<file path="src/rtl/crp_gate_pkg.sv">
package crp_gate_pkg;

    localparam int WORD_W = 32;
    localparam int ADDR_W = 32;
    localparam int SEC_W  = 8;

    localparam logic [WORD_W-1:0] KEY_LVL1 = 32'h1234_5678;
    localparam logic [WORD_W-1:0] KEY_LVL2 = 32'h8765_4321;
    localparam logic [WORD_W-1:0] KEY_LVL3 = 32'h4321_8765;

    typedef enum logic [1:0] {
        LVL_OPEN  = 2'd0,
        LVL_ONE   = 2'd1,
        LVL_TWO   = 2'd2,
        LVL_THREE = 2'd3
    } prot_lvl_e;

    typedef enum logic [2:0] {
        OP_READ  = 3'd0,
        OP_WRAM  = 3'd1,
        OP_GO    = 3'd2,
        OP_COPY  = 3'd3,
        OP_CMP   = 3'd4,
        OP_ERASE = 3'd5,
        OP_OTHER = 3'd6,
        OP_SPARE = 3'd7
    } isp_op_e;

    typedef struct packed {
        isp_op_e           op;
        logic [ADDR_W-1:0] addr;
        logic [SEC_W-1:0]  sector;
        logic              all_sec;
        logic              from_app;
    } isp_cmd_t;

    function automatic prot_lvl_e decode_word(input logic [WORD_W-1:0] w);
        prot_lvl_e l;
        if (w == KEY_LVL1)      l = LVL_ONE;
        else if (w == KEY_LVL2) l = LVL_TWO;
        else if (w == KEY_LVL3) l = LVL_THREE;
        else                    l = LVL_OPEN;
        return l;
    endfunction

    function automatic logic judge_cmd(input prot_lvl_e lvl,
                                       input isp_cmd_t c,
                                       input logic [ADDR_W-1:0] ram_floor);
        logic ok;
        logic sec_zero;
        sec_zero = (c.sector == '0);
        ok = 1'b1;
        if (!c.from_app) begin
            unique case (lvl)
                LVL_ONE: begin
                    unique case (c.op)
                        OP_READ, OP_CMP: ok = 1'b0;
                        OP_WRAM:         ok = (c.addr >= ram_floor);
                        OP_COPY:         ok = !sec_zero;
                        OP_ERASE:        ok = !sec_zero || c.all_sec;
                        default:         ok = 1'b1;
                    endcase
                end
                LVL_TWO: begin
                    unique case (c.op)
                        OP_READ, OP_WRAM, OP_GO, OP_COPY, OP_CMP: ok = 1'b0;
                        OP_ERASE: ok = c.all_sec;
                        default:  ok = 1'b1;
                    endcase
                end
                default: ok = 1'b1;
            endcase
        end
        return ok;
    endfunction

endpackage

</file>
<file path="src/rtl/crp_level_latch.sv">
module crp_level_latch
    import crp_gate_pkg::*;
(
    input  logic              clk,
    input  logic              rst,
    input  logic [WORD_W-1:0] prot_word,
    output prot_lvl_e         level,
    output logic              sampled
);

    always_ff @(posedge clk) begin
        if (rst) begin
            level   <= LVL_OPEN;
            sampled <= 1'b0;
        end else if (!sampled) begin
            level   <= decode_word(prot_word);
            sampled <= 1'b1;
        end
    end

    // once captured, the level holds until the next reset
    p_level_hold_r2: assert property (@(posedge clk) disable iff (rst)
        (sampled && $past(sampled)) |-> $stable(level));

    // capture happens on the first edge out of reset and stays done
    p_capture_once_r1: assert property (@(posedge clk) disable iff (rst)
        $past(sampled) |-> sampled);

endmodule

</file>
<file path="src/rtl/crp_cmd_judge.sv">
module crp_cmd_judge
    import crp_gate_pkg::*;
#(
    parameter logic [ADDR_W-1:0] RAM_FLOOR = 32'h4000_0200
) (
    input  logic      clk,
    input  logic      rst,
    input  logic      sampled,
    input  prot_lvl_e level,
    input  logic      req_valid,
    input  isp_cmd_t  cmd,
    output logic      resp_valid,
    output logic      resp_allow
);

    logic verdict;

    always_comb verdict = sampled && judge_cmd(level, cmd, RAM_FLOOR);

    always_ff @(posedge clk) begin
        if (rst) begin
            resp_valid <= 1'b0;
            resp_allow <= 1'b0;
        end else begin
            resp_valid <= req_valid;
            resp_allow <= req_valid && verdict;
        end
    end

    // one response per request, one cycle later
    p_resp_follows_r4: assert property (@(posedge clk) disable iff (rst)
        req_valid |=> resp_valid);
    p_no_spurious_r4: assert property (@(posedge clk) disable iff (rst)
        !req_valid |=> !resp_valid);
    p_allow_gated_r4: assert property (@(posedge clk) disable iff (rst)
        resp_allow |-> resp_valid);

    // nothing passes before the capture
    p_deny_early_r5: assert property (@(posedge clk) disable iff (rst)
        (req_valid && !sampled) |=> !resp_allow);

    // level 2 never lets a read through
    p_lvl2_read_r9: assert property (@(posedge clk) disable iff (rst)
        (req_valid && sampled && level == LVL_TWO && cmd.op == OP_READ
         && !cmd.from_app) |=> !resp_allow);

endmodule

</file>
<file path="src/rtl/crp_cmd_gate.sv">
module crp_cmd_gate
    import crp_gate_pkg::*;
#(
    parameter logic [ADDR_W-1:0] RAM_FLOOR = 32'h4000_0200
) (
    input  logic              clk,
    input  logic              rst,
    input  logic [WORD_W-1:0] prot_word,
    input  logic              req_valid,
    input  logic [2:0]        req_op,
    input  logic [ADDR_W-1:0] req_addr,
    input  logic [SEC_W-1:0]  req_sector,
    input  logic              req_all_sectors,
    input  logic              req_from_app,
    input  logic              boot_sel_n,
    input  logic              user_code_valid,
    output logic              resp_valid,
    output logic              resp_allow,
    output logic              debug_disable,
    output logic              isp_entry,
    output logic [1:0]        level_o
);

    prot_lvl_e level;
    logic      sampled;
    isp_cmd_t  cmd;

    always_comb begin
        cmd.op       = isp_op_e'(req_op);
        cmd.addr     = req_addr;
        cmd.sector   = req_sector;
        cmd.all_sec  = req_all_sectors;
        cmd.from_app = req_from_app;
    end

    crp_level_latch u_latch (
        .clk       (clk),
        .rst       (rst),
        .prot_word (prot_word),
        .level     (level),
        .sampled   (sampled)
    );

    crp_cmd_judge #(.RAM_FLOOR(RAM_FLOOR)) u_judge (
        .clk        (clk),
        .rst        (rst),
        .sampled    (sampled),
        .level      (level),
        .req_valid  (req_valid),
        .cmd        (cmd),
        .resp_valid (resp_valid),
        .resp_allow (resp_allow)
    );

    always_comb begin
        debug_disable = !sampled || (level != LVL_OPEN);
        isp_entry     = sampled && !boot_sel_n
                        && !(level == LVL_THREE && user_code_valid);
        level_o       = level;
    end

    // any protection level keeps the debug port closed
    p_debug_closed_r3: assert property (@(posedge clk) disable iff (rst)
        (level_o != 2'd0) |-> debug_disable);

    // level 3 with valid code blocks pin entry
    p_pin_block_r10: assert property (@(posedge clk) disable iff (rst)
        (level_o == 2'd3 && user_code_valid) |-> !isp_entry);

endmodule

</file>
<file path="config.mk">
export PLATFORM = sky130hd
export DESIGN_NAME = crp_cmd_gate
export DESIGN_NICKNAME = d
export VERILOG_FILES = /design/src/rtl/crp_gate_pkg.sv /design/src/rtl/crp_level_latch.sv /design/src/rtl/crp_cmd_judge.sv /design/src/rtl/crp_cmd_gate.sv
export SDC_FILE = /design/constraint.sdc
export NUM_CORES = 1
export LEC_CHECK = 0
export BUFFER_PORTS_ARGS = -buffer_cell sky130_fd_sc_hd__buf_2
export CAP_MARGIN = 20
export CORE_UTILIZATION = 27
export DETAILED_ROUTE_END_ITERATION = 6
export HOLD_SLACK_MARGIN = 0.03
export PLACE_DENSITY_LB_ADDON = 0.08
export RECOVER_POWER = 100
export REMOVE_ABC_BUFFERS = 1
export SLEW_MARGIN = 10
export SYNTH_ARGS = -nofsm -noshare
export SYNTH_HDL_FRONTEND = slang
export SYNTH_SLANG_ARGS = --single-unit
</file>
<file path="constraint.sdc">
create_clock -name clk -period 1.4 [get_ports clk]
set_input_delay 0.14 -clock clk [delete_from_list [all_inputs] [get_ports clk]]
set_output_delay 0.14 -clock clk [all_outputs]
set_load 0.005 [all_outputs]
</file>
; ---- Word-level counts from Yosys, hierarchy flattened
; Cells that the tools add are included.
[word_totals]
reg_bits = 5
output_inout_bits = 6
input_bits = 82
elab_cells = 40
[op_classes]
n_reduce_logical = 16
eq_ne = 11
order_cmp = 1
muxes = 8
[ops]
columns = cell, n
row1 = "== test 32 x 29 -> 1 bit, second input constant", 1
row2 = "== test 32 x 31 -> 1 bit, second input constant", 1
row3 = "== test 32 bit, second input constant", 1
row4 = "greater-or-equal comparator 32 x 31 -> 1 bit, second input constant", 1
row5 = logical NOT 8 bit, 1
row6 = "== test 3 x 2 -> 1 bit, second input constant", 2
row7 = "== test 3 bit, second input constant", 2
row8 = 2-to-1 mux 2 bit, 3
row9 = logical AND 1 bit, 5
row10 = OR reduction 5 bit, 1
row11 = "== test 2 bit, second input constant", 2
row12 = logical NOT 1 bit, 4
row13 = one-hot mux 1 bit (2 select lines), 2
row14 = one-hot mux 1 bit (4 select lines), 1
row15 = "== test 3 x 1 -> 1 bit, second input constant", 1
row16 = logical NOT 3 bit, 1
row17 = "== test 2 x 1 -> 1 bit, second input constant", 1
row18 = logical OR 1 bit, 2
row19 = 2-to-1 mux 1 bit, 2
row20 = nonzero test 2 bit, 1
row21 = OR reduction 2 bit, 1

; ---- Logic depth before layout (Yosys ltp)
; Gate-level depths: netlist of the first run.
[depth]
depth_word = 8
mapped_depth = 5
depth_no_buf = 5

; ---- By module
; From an unflattened synthesis of the first run, not the netlist that was laid out.
[hier_totals]
hier_cells = 62
area_unflattened_um2 = 490.5
[modules_own_cells]
columns = module, seq_area_each_um2, instances, area_per_inst_um2, cells_per_inst
row1 = crp_level_latch, 60.1, 1, 267.8, 32
row2 = crp_cmd_judge, 40.0, 1, 203.9, 27
row3 = crp_cmd_gate, 0.0, 1, 18.8, 3

; ---- Worst setup path after synthesis of the first run
; No wires, ideal clock.
[synth_path]
path_kind = input -> register
start = input port req_addr[23]
end = register u_judge.resp_allow
arrival_time_ns = 1.040
cell_stages = 3
t_required_ns = 1.270
setup_ns = 0.130
slack_ns = 0.230
n_path_buf = 0
cell_sequence = or4_1 > o41ai_1 > a211oi_1
[synth_between]
elab_chain_cells = 6
[synth_lines]
columns = element, line
row1 = "start, declared", crp_cmd_gate.sv:11  ; input logic [ADDR_W-1:0] req_addr,
row2 = greater-or-equal comparator 32 x 31 -> 1 bit, crp_gate_pkg.sv:58  ; OP_WRAM: ok = (c.addr >= ram_floor);
row3 = one-hot mux 1 bit (4 select lines), crp_gate_pkg.sv:56  ; unique case (c.op)
row4 = one-hot mux 1 bit (2 select lines), crp_gate_pkg.sv:54  ; unique case (lvl)
row5 = 2-to-1 mux 1 bit, crp_gate_pkg.sv:53  ; if (!c.from_app) begin
row6 = logical AND 1 bit, crp_cmd_judge.sv:18  ; always_comb verdict = sampled && judge_cmd(level, cmd, RAM_FLOOR);
row7 = logical AND 1 bit, crp_cmd_judge.sv:26  ; resp_allow <= req_valid && verdict;
row8 = "end signal, assigned", crp_cmd_judge.sv:26
row9 = "end, declared", crp_cmd_judge.sv:13  ; output logic resp_allow
; No other way between the ends.
; A chain may end at the register's enable or synchronous reset.

; ---- Worst setup path after layout of the first run
[layout_path]
start = register u_latch.level[1]
end = register u_judge.resp_allow
[layout_between]
elab_chain_cells = 5
elab_cells_between_ends = 6
cone_classes = 2 x eq/ne / 2 x mux / 2 x reduce/logical
[layout_lines]
columns = element, line
row1 = "start, declared", crp_level_latch.sv:7  ; output prot_lvl_e level,
row2 = "start signal, assigned", crp_level_latch.sv:16  ; level <= decode_word(prot_word);
row3 = == test 2 bit or == test 2 x 1 -> 1 bit (tied branches), crp_gate_pkg.sv:54
row4 = one-hot mux 1 bit (2 select lines) (*), crp_gate_pkg.sv:54
row5 = 2-to-1 mux 1 bit (*), crp_gate_pkg.sv:53
row6 = logical AND 1 bit (*), crp_cmd_judge.sv:18
row7 = logical AND 1 bit (*), crp_cmd_judge.sv:26
; Mark *: on every way between the ends. The rest lies on a longest branch, timed or not.

==> results.cfg, run 1 <==
[min_path]
min_path_cells = 2
hold_path_class = input port to register
min_from = rst
min_to = u_latch.sampled

[clock_network]
cts_root_buf = clkbuf_4
cts_resized = 0
cts_tree = built
clock_path_buffers = 2
clock-sinks = 5
clk_latency_ns = 0.24
clk_pin_slew_ns = 0.05
hold_buffers = 0
cts_setup_buffers = 0
htreeDepth = 1
cts_buffers = 3

[setup_path]
critPathLaunchType = register
reg2reg_from = u_latch.level[1]
r2r_cells = 5
r2r_slack_ns = 0.15
endpoint_kind = register
worst-setup-path-type = register to register
cp.arrival_ns = 1.36
crit_required_ns = 1.51
crit_fanout = 5
r2r-end = u_judge.resp_allow

[layout]
finalInstanceArea_um2 = 970
areaGrowthSynthToFinish_pct = 82.4
instances_no_fill = 173
antenna_cells = 0
layout-drive-gt1-share_pct = 54.7
finalNetCount = 235

[sta]
slew-limit-headroom_pct = 77.7
max_freq_ghz = 0.802
rsz0062_at_grt = false
slew_violations = 0
min_period_ns = 1.25
layout_worst_path_cycle_share_pct = 89.1
finalHoldViolCount = 0
hold_ws_ns = 0.126
final-setup-viol-count = 0
tightest_slew_ns = 0.332
finalClockSkew_ns = 0.00352
fin_setup_tns_ns = 0

[yosys]
synthesis.area_um2 = 532
synth_adder_area_share_pct = 9.41
yosys.area.top_type = dfxtp_1
synth_edf_count = 0
synth-simple-area-share_pct = 53.9
synth_mux_area_share_pct = 0
synth-xor-area-share_pct = 0
synthArstFlopShare_pct = 0
syn_inst = 66
yosysSeqAreaShare_pct = 18.8
syn_area_per_cell_um2 = 8.06
synth_top_family_by_area = simple AND/OR/NAND/NOR gates
synthTopCellsByArea = dfxtp_1, ha_1, nor4_1, a211oi_1, nand2_1
synth_top_area_share_pct = 18.8
synth-seq-cells = 5
ys_top_cells_by_count = nor4_1, nand2_1, dfxtp_1
synth-compound-area-share_pct = 15.1
ys_warn_count = 0
synth.distinct_cells = 31
yosysMostFrequentCell = nor4_1
synthFlopType = dfxtp_1

[global_routing]
grt_max_degree = 6
grt_pass1_wl_um = 2500
first_global_vias = 652
grtUsageTotal_pct = 16.0
grt_overflow = 0
antenna_found_initial = 0

[power]
ir_drop_mv = 0.242
power_mw = 0.463
power_density_nw_per_um2 = 477
leakage_nw = 0.471

[detailed_routing]
avgViaCountPerCell = 4.64
wire_per_inst_um = 9.55
drtAntennaViolNets = 0
drt-total-wl_um = 1650
route.detailed.drc = 0
drtPass1Iterations = 3
drtIter0Drc = 10
num_vias = 803

[placed_design]
placed_area_um2 = 953
dp.cells = 169
io_buffers = 78
gp_congestion = 0.656
dp_hpwl_um = 1500

[floorplan]
start_util_pct = 29.8
dieArea_um2 = 2150
ios = 88
rows = 15
die_h_um = 46.4
chipWidth_um = 46.4
coreArea_um2 = 1780

[flow_run]
maxCapViolations = 0

[outcome]
outcome = completed
cell families (layout without fill, tap and decap cells):
logic type / Yosys count / in the layout
AOI/OAI and AO/OA: 11 / 11
adders and majority gates: 4 / 4
DFF: 5 / 5
buffers and inverters: 4 / 86
and+or+nand+nor: 42 / 42
worst max path at each step:
stage,cells past startpoint,from,slack (ns),end
floorplan,3,req_addr[23],0.23,u_judge.resp_allow
global placement,4,req_addr[23],0.03,u_judge.resp_allow
detailed placement,4,req_addr[23],0.03,u_judge.resp_allow
CTS,3,u_latch.level[1],0.12,isp_entry
global route,5,u_latch.level[0],0.006,u_judge.resp_allow
finish,5,u_latch.level[1],0.15,u_judge.resp_allow
final cells by class:
type,instances,area [µm²]
Sequential cell,5,100
Clock buffer,4,26.3
Fill cell,190,813
Multi-Input combinational cell,57,412
Tap cell,25,31.3
Inverter,4,15.0
Timing Repair Buffer,78,385
where the power goes:
group	switching (mW)	total (mW)	internal (mW)
clock network	0.0575	0.165	0.108
logic	0.0534	0.148	0.0941
registers	0.00276	0.150	0.147
routing by layer:
metal	global-route usage, %	up-vias	wire length (µm)
met4	5.29	0	0
li1	-	429	-
met1	17.6	344	654
met5	0	-	0
met2	29.7	30	909
met3	3.14	0	88
registers in the layout (all words and copies together) (netlist names):
signal              flops
u_judge.resp_allow      1
u_latch.sampled         1
u_latch.level           2
u_judge.resp_valid      1
layout by cell type, fill, tap and decap left out:
master and count:
nand4b_1 2, nand2b_1 2, nand2_1 6, buf_2 74, o41ai_1 1, or4_1 1
nor2_1 4, nor4_2 1, nor2b_1 2, inv_1 4, clkbuf_4 3, or4b_4 1
nor4bb_1 1, nor3_1 3, o2111ai_1 1, nand3_1 1, nor4_1 7, a22oi_1 1
nor3b_1 2, nand4bb_1 1, and4b_1 1, clkbuf_1 5, a21oi_1 3, dfxtp_1 5
or2_2 1, nor4b_1 1, o32ai_1 1, nor3_2 1, or3_1 1, ha_1 4
a211oi_1 3, or4b_1 2, a41oi_1 1, nand4_1 1
per-stage QoR:
stage | setup WS [ns] | utilization (%)
2_1_floorplan | 0.230 | -
3_3_place_gp | 0.0268 | 53.5
3_5_place_dp | 0.0311 | 53.5
4_1_cts | 0.125 | 54.9
5_1_grt | 0.00601 | 54.4
6_report | 0.152 | 54.4
worst max-delay path, cell delays in order (launching register included):
cell	delay, ns
dfxtp_1	0.40
inv_1	0.08
ha_1	0.27
nand2b_1	0.07
a211oi_1	0.22
a211oi_1	0.07
Note: power is estimated with default switching activity, not from simulation.
==> inputs of run 2 (changes only) <==
ABC_AREA = 1   (was unset)
CORE_UTILIZATION = 34   (was 27)
==> results.cfg, run 2 <==
[sta]
slew-limit-headroom_pct = 81.5
finalClockSkew_ns = 0.00503
fin_setup_tns_ns = 0
hold_ws_ns = 0.109
finalHoldViolCount = 0
max_freq_ghz = 0.785
rsz0062_at_grt = false
min_period_ns = 1.27
final-setup-viol-count = 0
layout_worst_path_cycle_share_pct = 90.9
slew_violations = 0
tightest_slew_ns = 0.275

[detailed_routing]
avgViaCountPerCell = 4.65
drt-total-wl_um = 2340
drtAntennaViolNets = 0
num_vias = 1200
drtIter0Drc = 10
route.detailed.drc = 0
drtPass1Iterations = 4
wire_per_inst_um = 9.07

[global_routing]
grt_max_degree = 6
grtUsageTotal_pct = 19.2
antenna_found_initial = 0
first_global_vias = 1073
grt_pass1_wl_um = 3820
grt_overflow = 0

[layout]
final_util_pct = 59.5
layout_common_cells = buf_2, nor2_1, nand2_1
layout-drive-gt1-share_pct = 37.2
antenna_cells = 0
finalNetCount = 318
finalInstanceArea_um2 = 1230
areaGrowthSynthToFinish_pct = 57.3
mostFrequentLayoutCell = buf_2
largest_reg_flops = 2
largest_register = u_latch.level

[floorplan]
die_h_um = 49.9
rows = 16
ios = 88
coreArea_um2 = 2060
start_util_pct = 37.8
chipWidth_um = 49.9
dieArea_um2 = 2490

[yosys]
synth_edf_count = 0
synthesis.area_um2 = 779
synth.distinct_cells = 19
ys_top_cells_by_count = nor2_1, nand2_1, inv_1
synthFlopType = dfxtp_1
syn_inst = 149
yosys.area.top_type = nor2_1
syn_area_per_cell_um2 = 5.23
ys_warn_count = 0
synthArstFlopShare_pct = 0
yosysMostFrequentCell = nor2_1
synth-seq-cells = 5
synth_top_area_share_pct = 21.2
synthTopCellsByArea = nor2_1, nand2_1, dfxtp_1, inv_1, nand4_1
yosysSeqAreaShare_pct = 12.8

[min_path]
min_from = rst
min_to = u_latch.sampled
hold_path_class = input port to register
min_path_cells = 2

[clock_network]
clk_pin_slew_ns = 0.05
hold_buffers = 0
clock-sinks = 5
cts_buffers = 3
cts_resized = 0
cts_root_buf = clkbuf_4
clock_path_buffers = 2
clk_latency_ns = 0.24
cts_setup_buffers = 0
htreeDepth = 1
cts_tree = built

[placed_design]
io_buffers = 78
dp_hpwl_um = 2130
placed_area_um2 = 1200
gp_congestion = 0.808

[setup_path]
endpoint_kind = output pin
crit_required_ns = 1.26
r2r_slack_ns = 0.31
worst-setup-path-type = register to output pin
cp.arrival_ns = 1.13
crit_fanout = 4
reg2reg_from = u_latch.level[0]
critPathLaunchType = register
r2r_cells = 5
r2r-end = u_judge.resp_allow
cp_cell_sequence = ha_1 > a211oi_1 > buf_2
crit_slowest_cell = dfxtp_1
max_stage_delay_ns = 0.33

[power]
leakage_nw = 0.670
power_mw = 0.533
power_density_nw_per_um2 = 435
ir_drop_mv = 0.413

[outcome]
outcome = completed

[flow_run]
maxCapViolations = 0
==> run 2: worst max-delay path by stage <==
stage / slack, ns / endpoint / start / depth (start not counted)
detailed placement: 0.31 / u_latch.level[0] / prot_word[27] / 8
floorplan: 0.37 / u_judge.resp_allow / u_latch.level[0] / 5
CTS: 0.1 / isp_entry / u_latch.level[0] / 3
finish: 0.13 / isp_entry / u_latch.level[0] / 3
global placement: 0.34 / u_judge.resp_allow / u_latch.level[0] / 5
global route: 0.02 / isp_entry / u_latch.level[0] / 3
==> run 2: routing by layer <==
| layer | GRT usage (%) | up-vias | part of all wire, % | routed length [µm] |
|---|---|---|---|---|
| met5 | 0 | - | 0 | 0 |
| met4 | 3.33 | 0 | 0.73 | 17 |
| met3 | 4.32 | 2 | 7.0 | 164 |
| met2 | 41.2 | 50 | 55 | 1290 |
| met1 | 17.7 | 504 | 37 | 868 |
| li1 | - | 644 | - | - |
==> run 2: report_power, final <==
part | switching [mW] | total (mW) | leakage, nW | internal, mW
clock | 0.0589 | 0.167 | 0.0150 | 0.108
sequential | 0.00397 | 0.153 | 0.0413 | 0.149
combinational | 0.104 | 0.214 | 0.614 | 0.110
==> run 2: critical path: cells and delay by family, from the launching register on <==
kind / cells / cell delay [ns]
adder cells (fa/ha/maj): 1 / 0.21
AO/OA/AOI/OAI: 1 / 0.20
buffers and inverters: 1 / 0.15
flip-flops: 1 / 0.33
==> run 2: logic make-up (layout without fill, tap and decap cells) <==
| group | count (synthesis) | in the layout | synth area share [%] |
|---|---|---|---|
| compound gates | 7 | 7 | 6.10 |
| flops | 5 | 5 | 12.8 |
| buf+inv | 24 | 106 | 11.6 |
| simple gates | 109 | 109 | 63.1 |
| fa+ha+maj | 4 | 4 | 6.42 |
==> run 2: area by class of cell <==
class	count	area [µm²]
Inverter	24	90.1
Multi-Input combinational cell	120	589
Fill cell	224	836
Tap cell	27	33.8
Sequential cell	5	100
Timing Repair Buffer	78	387
Clock buffer	4	26.3
==> run 2: stage by stage <==
step,instances,setup slack (ns)
after detailed placement,254,0.310
after floorplan,149,0.366
after CTS,258,0.0968
after global routing,258,0.0186
after global placement,254,0.341
final,258,0.127
